[config.mk]
export PLATFORM = sky130hd
export DESIGN_NAME = i2c_regbank_target
export DESIGN_NICKNAME = d
export VERILOG_FILES = /design/src/rtl/i2c_tgt_pkg.sv /design/src/rtl/i2c_tgt_sync.sv /design/src/rtl/i2c_tgt_fsm.sv /design/src/rtl/i2c_regbank_target.sv
export SDC_FILE = /design/constraint.sdc
export NUM_CORES = 1
export LEC_CHECK = 0
export ABC_CLOCK_PERIOD_IN_PS = 2900
export BUFFER_PORTS_ARGS = -buffer_cell sky130_fd_sc_hd__buf_2
export CORE_MARGIN = 4
export CORE_UTILIZATION = 35
export CTS_BUF_LIST = sky130_fd_sc_hd__clkbuf_8
export CTS_CLUSTER_DIAMETER = 80
export DETAILED_ROUTE_END_ITERATION = 6
export GPL_TIMING_DRIVEN = 1
export SETUP_SLACK_MARGIN = 0.15
export SKIP_LAST_GASP = 1
export SYNTH_ARGS = -nofsm -noshare
export SYNTH_HDL_FRONTEND = slang
export SYNTH_SLANG_ARGS = --single-unit
export TNS_END_PERCENT = 5
[constraint.sdc]
create_clock -name clk -period 2.9 [get_ports clk]
set_clock_uncertainty 0.2 [all_clocks]
set_input_delay 0.58 -clock clk [delete_from_list [all_inputs] [get_ports clk]]
set_output_delay 0.58 -clock clk [all_outputs]
set_load 0.005 [all_outputs]
[src/rtl/i2c_tgt_pkg.sv]
package i2c_tgt_pkg;

   localparam int BYTE_W = 8;

   typedef enum logic [3:0] {
      ST_IDLE,
      ST_DEV,
      ST_DEV_ACK,
      ST_REG,
      ST_REG_ACK,
      ST_WR,
      ST_WR_ACK,
      ST_RD,
      ST_RD_ACK,
      ST_HOLD
   } tgt_state_e;

endpackage

[src/rtl/i2c_tgt_sync.sv]
module i2c_tgt_sync #(
   parameter int SYNC_STAGES = 2
) (
   input  logic clk,
   input  logic rst_n,
   input  logic scl_i,
   input  logic sda_i,
   output logic sda_s,
   output logic scl_rise,
   output logic scl_fall,
   output logic start_det,
   output logic stop_det
);
   localparam int CHAIN_W = 2 * SYNC_STAGES;

   logic [CHAIN_W-1:0] chain;
   logic [1:0]         cur;
   logic [1:0]         prev;

   always_ff @(posedge clk or negedge rst_n) begin
      if (!rst_n) begin
         chain <= '1;
         prev  <= 2'b11;
      end else begin
         chain <= {chain[CHAIN_W-3:0], scl_i, sda_i};
         prev  <= cur;
      end
   end

   assign cur       = chain[CHAIN_W-1 -: 2];
   assign sda_s     = cur[0];
   assign scl_rise  = cur[1] & ~prev[1];
   assign scl_fall  = ~cur[1] & prev[1];
   assign start_det = cur[1] & prev[1] & prev[0] & ~cur[0];
   assign stop_det  = cur[1] & prev[1] & ~prev[0] & cur[0];


   cond_excl_chk: assert property (@(posedge clk) disable iff (!rst_n)
      start_det |=> !start_det);

endmodule

[src/rtl/i2c_tgt_fsm.sv]
module i2c_tgt_fsm
   import i2c_tgt_pkg::*;
#(
   parameter logic [6:0] DEV_ADDR = 7'h3A
) (
   input  logic              clk,
   input  logic              rst_n,
   input  logic              sda_s,
   input  logic              scl_rise,
   input  logic              scl_fall,
   input  logic              start_det,
   input  logic              stop_det,
   input  logic              gc_en,
   input  logic [BYTE_W-1:0] reg_rdata,
   output logic              sda_oe,
   output logic [BYTE_W-1:0] reg_addr,
   output logic [BYTE_W-1:0] reg_wdata,
   output logic              reg_we
);
   localparam int CNT_W = $clog2(BYTE_W);

   tgt_state_e        state;
   logic [CNT_W-1:0]  bitcnt;
   logic              done;
   logic              mack;
   logic [BYTE_W-1:0] rx_sr;
   logic [BYTE_W-1:0] tx_sr;
   logic [BYTE_W-1:0] ptr;
   logic              addr_hit;

   assign addr_hit = (rx_sr[7:1] == DEV_ADDR) ||
                     (gc_en && rx_sr[7:1] == 7'd0 && !rx_sr[0]);

   always_ff @(posedge clk or negedge rst_n) begin
      if (!rst_n) begin
         state     <= ST_IDLE;
         bitcnt    <= '0;
         done      <= 1'b0;
         mack      <= 1'b0;
         rx_sr     <= '0;
         tx_sr     <= '0;
         ptr       <= '0;
         sda_oe    <= 1'b0;
         reg_wdata <= '0;
         reg_we    <= 1'b0;
      end else begin
         reg_we <= 1'b0;
         if (start_det) begin
            state  <= ST_DEV;
            bitcnt <= '0;
            done   <= 1'b0;
            sda_oe <= 1'b0;
         end else if (stop_det) begin
            state  <= ST_IDLE;
            done   <= 1'b0;
            sda_oe <= 1'b0;
         end else begin
            case (state)
               ST_DEV, ST_REG, ST_WR: begin
                  if (scl_rise && !done) begin
                     rx_sr  <= {rx_sr[BYTE_W-2:0], sda_s};
                     bitcnt <= bitcnt + 1'b1;
                     if (bitcnt == CNT_W'(BYTE_W - 1)) done <= 1'b1;
                  end else if (scl_fall && done) begin
                     done   <= 1'b0;
                     bitcnt <= '0;
                     if (state == ST_DEV) begin
                        if (addr_hit) begin
                           sda_oe <= 1'b1;
                           state  <= ST_DEV_ACK;
                        end else begin
                           state  <= ST_HOLD;
                        end
                     end else if (state == ST_REG) begin
                        ptr    <= rx_sr;
                        sda_oe <= 1'b1;
                        state  <= ST_REG_ACK;
                     end else begin
                        reg_wdata <= rx_sr;
                        reg_we    <= 1'b1;
                        sda_oe    <= 1'b1;
                        state     <= ST_WR_ACK;
                     end
                  end
               end
               ST_DEV_ACK: if (scl_fall) begin
                  if (rx_sr[0]) begin
                     tx_sr  <= reg_rdata;
                     sda_oe <= ~reg_rdata[BYTE_W-1];
                     bitcnt <= '0;
                     state  <= ST_RD;
                  end else begin
                     sda_oe <= 1'b0;
                     state  <= ST_REG;
                  end
               end
               ST_REG_ACK: if (scl_fall) begin
                  sda_oe <= 1'b0;
                  state  <= ST_WR;
               end
               ST_WR_ACK: if (scl_fall) begin
                  sda_oe <= 1'b0;
                  ptr    <= ptr + 1'b1;
                  state  <= ST_WR;
               end
               ST_RD: if (scl_fall) begin
                  if (bitcnt == CNT_W'(BYTE_W - 1)) begin
                     sda_oe <= 1'b0;
                     ptr    <= ptr + 1'b1;
                     state  <= ST_RD_ACK;
                  end else begin
                     tx_sr  <= {tx_sr[BYTE_W-2:0], 1'b0};
                     sda_oe <= ~tx_sr[BYTE_W-2];
                     bitcnt <= bitcnt + 1'b1;
                  end
               end
               ST_RD_ACK: begin
                  if (scl_rise) mack <= ~sda_s;
                  if (scl_fall) begin
                     if (mack) begin
                        tx_sr  <= reg_rdata;
                        sda_oe <= ~reg_rdata[BYTE_W-1];
                        bitcnt <= '0;
                        state  <= ST_RD;
                     end else begin
                        state  <= ST_HOLD;
                     end
                  end
               end
               default: ;
            endcase
         end
      end
   end

   assign reg_addr = ptr;


   we_pulse_chk: assert property (@(posedge clk) disable iff (!rst_n)
      reg_we |=> !reg_we);


   start_release_chk: assert property (@(posedge clk) disable iff (!rst_n)
      start_det |=> (!sda_oe && state == ST_DEV));


   stop_idle_chk: assert property (@(posedge clk) disable iff (!rst_n)
      (stop_det && !start_det) |=> (!sda_oe && state == ST_IDLE));


   ptr_move_chk: assert property (@(posedge clk) disable iff (!rst_n)
      (ptr != $past(ptr)) |-> $past(scl_fall));


   hold_quiet_chk: assert property (@(posedge clk) disable iff (!rst_n)
      (state == ST_HOLD) |-> !sda_oe);

endmodule

[src/rtl/i2c_regbank_target.sv]
module i2c_regbank_target
   import i2c_tgt_pkg::*;
#(
   parameter logic [6:0] DEV_ADDR    = 7'h3A,
   parameter int         SYNC_STAGES = 2
) (
   input  logic              clk,
   input  logic              rst_n,
   input  logic              scl_i,
   input  logic              sda_i,
   output logic              sda_oe,
   input  logic              gc_en,
   output logic [BYTE_W-1:0] reg_addr,
   output logic [BYTE_W-1:0] reg_wdata,
   output logic              reg_we,
   input  logic [BYTE_W-1:0] reg_rdata
);
   generate
      if (SYNC_STAGES < 2) begin : g_bad_sync
         $error("SYNC_STAGES must be at least 2");
      end
      if (BYTE_W != 8) begin : g_bad_byte
         $error("byte width must be 8");
      end
   endgenerate

   logic sda_s, scl_rise, scl_fall, start_det, stop_det;

   i2c_tgt_sync #(.SYNC_STAGES(SYNC_STAGES)) u_sync (
      .clk       (clk),
      .rst_n     (rst_n),
      .scl_i     (scl_i),
      .sda_i     (sda_i),
      .sda_s     (sda_s),
      .scl_rise  (scl_rise),
      .scl_fall  (scl_fall),
      .start_det (start_det),
      .stop_det  (stop_det)
   );

   i2c_tgt_fsm #(.DEV_ADDR(DEV_ADDR)) u_fsm (
      .clk       (clk),
      .rst_n     (rst_n),
      .sda_s     (sda_s),
      .scl_rise  (scl_rise),
      .scl_fall  (scl_fall),
      .start_det (start_det),
      .stop_det  (stop_det),
      .gc_en     (gc_en),
      .reg_rdata (reg_rdata),
      .sda_oe    (sda_oe),
      .reg_addr  (reg_addr),
      .reg_wdata (reg_wdata),
      .reg_we    (reg_we)
   );

endmodule

==> results.md, run 1 <==
- Outcome: finished clean
- Clock transition at path regs: 0.10 ns
- Full die area: 8696 um^2
- Internal power: 1.685 mW
- Post-route insts no fill: 373
- Number of port buffers: 30
- Fin nets: 292
- I/O pins: 31
- Pins Over Slew Limit: 0
- RSZ-0062 raised after global routing: no
- DIE HEIGHT: 93.25 um
- Worst slew pin tran: 0.7878 ns
- Worst path cell trace: or4b_1 > a21oi_1 > nor3_1 > nand3_2 > mux2_2
- Per-cell routed wire length: 14.45 um
- Worst hold path class: input port to asynchronous set/reset pin
- Largest net degree at the start of global routing: 37
- Clock root buffer: clkbuf_8
- Yosys top cell area share: 41.32%
- Routed WL: 5391 um
- DRT iter0 DRCs: 105
- Fmax: 406.7 MHz
- Top FF cell, synth: dfrtp_1
- Sw Ratio: 39.16%
- Syn_nets: 262
- Synth-to-layout area growth: 14.90%
- Synth unique cells: 53
- Flop pwr share: 41.1%
- Met2 Use GR: 20.13%
- Most common cell after layout, fill and taps aside: dfrtp_1
- Vias in the first global route: 1,873
- Vias: 1,961
- Rows: 30
- Pwr Total: 2.769 mW
- Global-route met3 utilization: 2.494%
- Residual DRC: 0
- Crit end category: flip-flop
- Crit path arrival time: 2.45 ns
- Register area: 1209 um^2
- Starting Density: 36.63%
- Max incr delay on CP: 0.74 ns
- Initial antenna violation count: 0
- Area of the multi-input gates: 1250 um^2
- Syn avg cell area: 10.34 um^2
- Net Switching: 1.084 mW
- P_leak: 1.358 nW
- TritonRoute pass-1 iters: 4
- Total congestion overflow: 0
- Post-DRT Antenna Nets: 0
- Post-DP HPWL: 3810 um
- Clock sink total: 48
- Final min period: 2.459 ns
- Crit path required time: 2.89 ns
- Placed cells: 365
- Post-synth EDFFs: 0
- Comb pwr share: 40.8%
- Critical Path Start Type: flip-flop
- GRT busiest layer: met2
- Most frequent cells in the layout: dfrtp_1, buf_2, nand2_1
- Cell taking the most area after synthesis: dfrtp_1
- Setup CP Type: flip-flop to flip-flop
- Global placement routability congestion: 0.8669
- DIE WIDTH: 93.25 um
- H-tree depth: 2
- Largest cells by area after synthesis: dfrtp_1, dfstp_2, mux2_1
- Slew headroom: 47.48%
- Endpoints failing hold: 0
- Pwr Density: 947.4 nW/um^2
- Met1 usage in global routing: 17.98%
- Share of cells above drive strength 1: 23.83%
- Total CTS buffers: 5
- Final setup viols: 0
- Max cap viols: 0
- Vias per cell: 5.257
- Setup Fix Bufs, Post-CTS: 0
- Fraction of registers with async set/reset: 100.0%
- # fillers: 670
- Clock power frac: 18.1%
- Max IR drop VDD: 0.2845 mV
- Sequential area share after synthesis: 47.52%
- Cells after Synth: 246
- Skew-Pair Late Insertion Delay: 0.30 ns
- Post_cts resized: 0
- Critical path buffer and inverter count: 0
- Warnings, synthesis: 0
- GRT Resource Usage Total: 12.91%
- CP max stage cell: or4b_1
- CTS tree: yes
- First-pass GRT wire length: 9101 um
- Worst-path maximum fanout: 20
- Crit path max-delay family: simple AND/OR/NAND/NOR gates
- Core box area: 6944 um^2
- Setup TNS: 0 ns
- Synthesis-stage register bit count: 48
- Ant. Diodes: 0
- Synth Cell Area: 2544 um^2
- Maximum clock path buffer count: 2
- Hold-fix buffers at CTS: 0
- Period utilization: 84.80%
[per-stage QoR]
step	worst slack (ns)	instance area (um^2)	utilization, %	hold slack (ns)
after floorplan	0.6652	2544	-	0.08441
after global placement	0.4878	2808	40.43	0.1473
after detailed placement	0.4840	2808	40.43	0.1481
after CTS	0.4706	2923	42.09	0.1519
after global routing	0.3284	2923	42.09	0.1465
final	0.4409	2923	42.09	0.1525
[final cells by class]
cell class | instances | area share [%]
well taps | 96 | 4.110
inverters | 7 | 0.8990
multi-input cells | 177 | 42.77
clock buffers | 5 | 2.354
repair buffers | 37 | 6.935
flip-flops and latches | 48 | 41.35
clock inverters | 3 | 1.584
[worst register-to-register path, stage by stage (launching register included)]
cell and delay [ns]:
dfrtp_1 0.59, or4b_1 0.75, a21oi_1 0.17, nor3_1 0.09
nand3_2 0.20, mux2_2 0.36
[power by group through the flow]
| stage | logic [mW] | registers, mW | clock network (mW) |
|---|---|---|---|
| after floorplan | 0.950 | 1.01 | 0 |
| after CTS | 1.14 | 1.13 | 0.524 |
| final | 1.13 | 1.14 | 0.502 |
| after global placement | 1.11 | 1.15 | 0 |
| after detailed placement | 1.13 | 1.14 | 0 |
| after global routing | 1.27 | 1.18 | 0.548 |
[path summary, 6_finish.rpt]
| kind | from | endpoint | slack, ns | cells after the start |
|---|---|---|---|---|
| setup / recovery | u_fsm.state[2] | u_fsm.tx_sr[6] | 0.44 | 5 |
| hold / removal | rst_n | u_fsm.reg_addr[4] | 0.15 | 1 |
| setup reg to reg | u_fsm.state[2] | u_fsm.tx_sr[6] | 0.44 | 5 |
| hold reg to reg | u_sync.chain[1] | u_sync.chain[3] | 0.15 | 0 |
| max in group asynchronous | rst_n | u_fsm.sda_oe | 1.70 | 2 |
| min in group clk | u_sync.chain[1] | u_sync.chain[3] | 0.15 | 0 |
[metal layers]
layer  routed length (um)  vias up
met1                 2570      927
met2                 2508       56
met5                    0        -
li1                     -      971
met3                  238        7
met4                   74        0
[logic make-up (layout without fill, tap and decap cells)]
| family | Yosys count | count (layout) | share of synthesized area [%] |
|---|---|---|---|
| AO/OA/AOI/OAI | 60 | 60 | 15.94 |
| buffers and inverters | 21 | 52 | 3.345 |
| flip-flops | 48 | 48 | 47.52 |
| adder cells (fa/ha/maj) | 3 | 3 | 1.476 |
| XOR/XNOR | 3 | 3 | 1.033 |
| AND/OR/NAND/NOR | 79 | 79 | 16.82 |
| multiplexers | 32 | 32 | 13.87 |
[Yosys cell counts (5+ instances only)]
cell,number
mux2_2,12
o21ai_0,6
nand2_1,18
buf_2,5
nand2b_1,7
mux2i_1,6
o21ai_1,6
o22a_1,7
inv_1,7
nor2_1,9
dfrtp_1,42
clkbuf_1,8
nand3_1,14
a31oi_1,7
nor2b_1,5
mux2_1,14
dfstp_2,6
a21oi_1,11
nor3_1,5
[state kept, by name, indices dropped and copies added, names as in the netlist]
name,flops
u_fsm.rx_sr,8
u_fsm.mack,1
u_fsm.reg_addr,8
u_fsm.state,4
u_fsm.sda_oe,1
u_fsm.bitcnt,3
u_fsm.done,1
u_fsm.reg_we,1
u_fsm.tx_sr,7
u_fsm.reg_wdata,8
u_sync.chain,4
u_sync.prev,2
(Power assumes the default switching activity.)
==> run 2: changes to the inputs <==
--- a/config.mk
+++ b/config.mk
@@ -5,7 +5,7 @@
 export SDC_FILE = /design/constraint.sdc
 export NUM_CORES = 1
 export LEC_CHECK = 0
-export ABC_CLOCK_PERIOD_IN_PS = 2900
+export ABC_CLOCK_PERIOD_IN_PS = 2100
 export BUFFER_PORTS_ARGS = -buffer_cell sky130_fd_sc_hd__buf_2
 export CORE_MARGIN = 4
 export CORE_UTILIZATION = 35
==> constraint.sdc (replaced) <==
create_clock -name clk -period 2.1 [get_ports clk]
set_clock_uncertainty 0.2 [all_clocks]
set_input_delay 0.42 -clock clk [delete_from_list [all_inputs] [get_ports clk]]
set_output_delay 0.42 -clock clk [all_outputs]
set_load 0.005 [all_outputs]
==> run 2 against run 1 <==
- the flow now finishes with violations (setup timing)
- non-clock buffer count grew 44
- critical path type unchanged
- final cell count grew 12%
- highest routed layer unchanged
- cell area grew 16%
- critical endpoint is now u_fsm.reg_addr[0]
- via count grew 8.6%
- register-to-register slack lost 0.46 ns
- die area is the same
==> results.md, run 2 (synthesized netlist as in run 1, its figures left out) <==
- Area of the multi-input gates: 1335 um^2 (+6.8%)
- Vias: 2,129 (+8.6%)
- Fin nets: 336 (+15%)
- Most common cell after layout, fill and taps aside: buf_4
- Outcome: complete, but fails checks
- I/O pins: 31 (unchanged)
- Clock sink total: 48 (unchanged)
- Violated checks: setup timing
- Fmax: 471.6 MHz (+16%)
- Max cap viols: 0 (unchanged)
- First-pass GRT wire length: 10,340 um (+14%)
- Critical Path Start Type: flip-flop
- Total congestion overflow: 0 (unchanged)
- Vias per cell: 5.106 (-2.9%)
- Net Switching: 1.713 mW (+58%)
- Period utilization: 101.0% (+16 points)
- Flop pwr share: 32.8% (-8.3 points)
- Pwr Density: 1365 nW/um^2 (+44%)
- Clock power frac: 17.6% (-0.5 points)
- Hold Crit Start: reg_rdata[0]
- Post-DP HPWL: 4465 um (+17%)
- Worst slew pin tran: 0.4600 ns (-0.3278 ns)
- P_leak: 1.592 nW (+17%)
- Post-place setup slack: -0.09422 ns (-0.5782 ns)
- Ant. Diodes: 0 (unchanged)
- Register area: 1212 um^2 (+0.31%)
- Met1 usage in global routing: 21.31% (+3.3 points)
- Final min period: 2.121 ns (-0.3385 ns)
- # fillers: 634 (-5.4%)
- Post-DRT Antenna Nets: 0 (unchanged)
- H-tree depth: 2 (unchanged)
- Internal power: 2.911 mW (+73%)
- Global placement routability congestion: 0.8545 (-1.4%)
- Vias in the first global route: 2,041 (+9.0%)
- Rows: 30 (unchanged)
- Starting Density: 36.63% (unchanged)
- Comb pwr share: 49.6% (+8.8 points)
- Per-cell routed wire length: 14.80 um (+2.4%)
- Sw Ratio: 37.04% (-2.1 points)
- Full die area: 8696 um^2 (unchanged)
- Utilization after layout: 48.79% (+6.7 points)
- Min-Delay Path Depth: 3
- Reg2reg start: u_sync.prev[1]
- Clock root buffer: clkbuf_8
- Total CTS buffers: 5 (unchanged)
- Number of port buffers: 30 (unchanged)
- DRT iter0 DRCs: 108 (+2.9%)
- Slew headroom: 69.33% (+22 points)
- Setup CP Type: flip-flop to flip-flop
- Share of cells above drive strength 1: 38.63% (+15 points)
- Clock transition at path regs: 0.10 ns (about the same)
- R2r worst-path depth: 5 (unchanged)
- Crit end category: flip-flop
- Most frequent cells in the layout: buf_4, dfrtp_1, buf_2
- TritonRoute pass-1 iters: 4 (unchanged)
- Core box area: 6944 um^2 (unchanged)
- Largest net degree at the start of global routing: 32 (-14%)
- Worst setup margin: -0.02057 ns (-0.4615 ns)
- Worst hold path class: input port to flip-flop
- Reg2Reg Setup Slack: -0.02 ns (-0.46 ns)
- Routed WL: 6171 um (+14%)
- CTS tree: yes
- Maximum clock path buffer count: 2 (unchanged)
- DIE WIDTH: 93.25 um (unchanged)
- Crit path arrival time: 2.14 ns (-0.31 ns)
- Crit path required time: 2.12 ns (-0.77 ns)
- WHS Endpoint: u_fsm.tx_sr[0]
- Synth-to-layout area growth: 33.20%
- Residual DRC: 0 (unchanged)
- Reg2reg end: u_fsm.reg_addr[0]
- Pins Over Slew Limit: 0 (unchanged)
- Initial antenna violation count: 0 (unchanged)
- Met2 Use GR: 22.33% (+2.2 points)
- GRT Resource Usage Total: 14.77% (+1.9 points)
- Max IR drop VDD: 0.5959 mV (+110%)
- GRT busiest layer: met2
- Final setup viols: 6 (+6)
- Endpoints failing hold: 0 (unchanged)
- DIE HEIGHT: 93.25 um (unchanged)
- Worst-path maximum fanout: 3 (-85%)
- Global-route met3 utilization: 2.655% (+0.16 points)
- Skew-Pair Late Insertion Delay: 0.31 ns (about the same)
- RSZ-0062 raised after global routing: yes
-- run 2: stage by stage --
| stage | cell area, um^2 | std cells | TNS (ns) | power (mW) | hold WS, ns |
|---|---|---|---|---|---|
| CTS | 3364 | 417 | -0.02644 | 4.574 | 0.1372 |
| finish | 3388 | 417 | -0.05108 | 4.624 | 0.1398 |
| global placement | 3120 | 403 | -0.7254 | 3.609 | 0.1464 |
| floorplan | 2577 | 246 | -0.6100 | 2.757 | -0.07559 |
| detailed placement | 3120 | 403 | -0.8122 | 3.635 | 0.1468 |
| global route | 3388 | 417 | -0.8978 | 4.961 | 0.1690 |
-- run 2: per-layer routing --
layer | routed length [um] | part of all wire [%] | up-vias
li1 | - | - | 1054
met1 | 3054 | 49 | 1033
met2 | 2807 | 45 | 35
met3 | 234 | 3.8 | 7
met4 | 74 | 1.2 | 0
met5 | 0 | 0 | -
-- run 2: cell type report --
class	instances	share of cell area [%]
clock buffer	5	2.031
clock inverter	3	2.031
inverter	7	0.7755
multi-input combinational	177	39.40
sequential	48	35.78
tap	96	3.545
timing repair buffer	81	16.43
-- run 2: worst max path at each step --
| stage | startpoint | to | slack [ns] | cells past startpoint |
|---|---|---|---|---|
| floorplan | u_sync.prev[1] | u_fsm.reg_addr[0] | -0.06 | 6 |
| global placement | u_sync.prev[1] | u_fsm.reg_addr[6] | -0.06 | 6 |
| detailed placement | u_fsm.bitcnt[0] | u_fsm.reg_addr[0] | -0.09 | 6 |
| CTS | u_sync.prev[1] | u_fsm.reg_addr[0] | -0.01 | 5 |
| global route | u_sync.prev[1] | u_fsm.reg_addr[4] | -0.08 | 6 |
| finish | u_sync.prev[1] | u_fsm.reg_addr[0] | -0.02 | 5 |
-- run 2: power groups by stage --
stage / combinational, mW / sequential, mW / clock, mW
after floorplan: 1.35 / 1.40 / 0
after global placement: 2.10 / 1.51 / 0
after detailed placement: 2.12 / 1.52 / 0
after CTS: 2.23 / 1.51 / 0.832
after global routing: 2.53 / 1.56 / 0.872
final: 2.29 / 1.51 / 0.815
-- run 2: timing repair --
item                                    4_1_cts  5_1_grt
endpoints found under the setup margin       29       30
buffers inserted                              3        0
gates cloned                                  0        0
resized for setup                            13        5
pin swaps                                     2        0
endpoints found under the hold margin        18        0
hold buffers                                  3        0
-- run 2: critical path: stages (launching register included) --
cell	delay (ns)
dfstp_2	0.55
and3b_2	0.20
o32ai_2	0.11
or4b_4	0.56
or3_1	0.34
o311ai_2	0.07
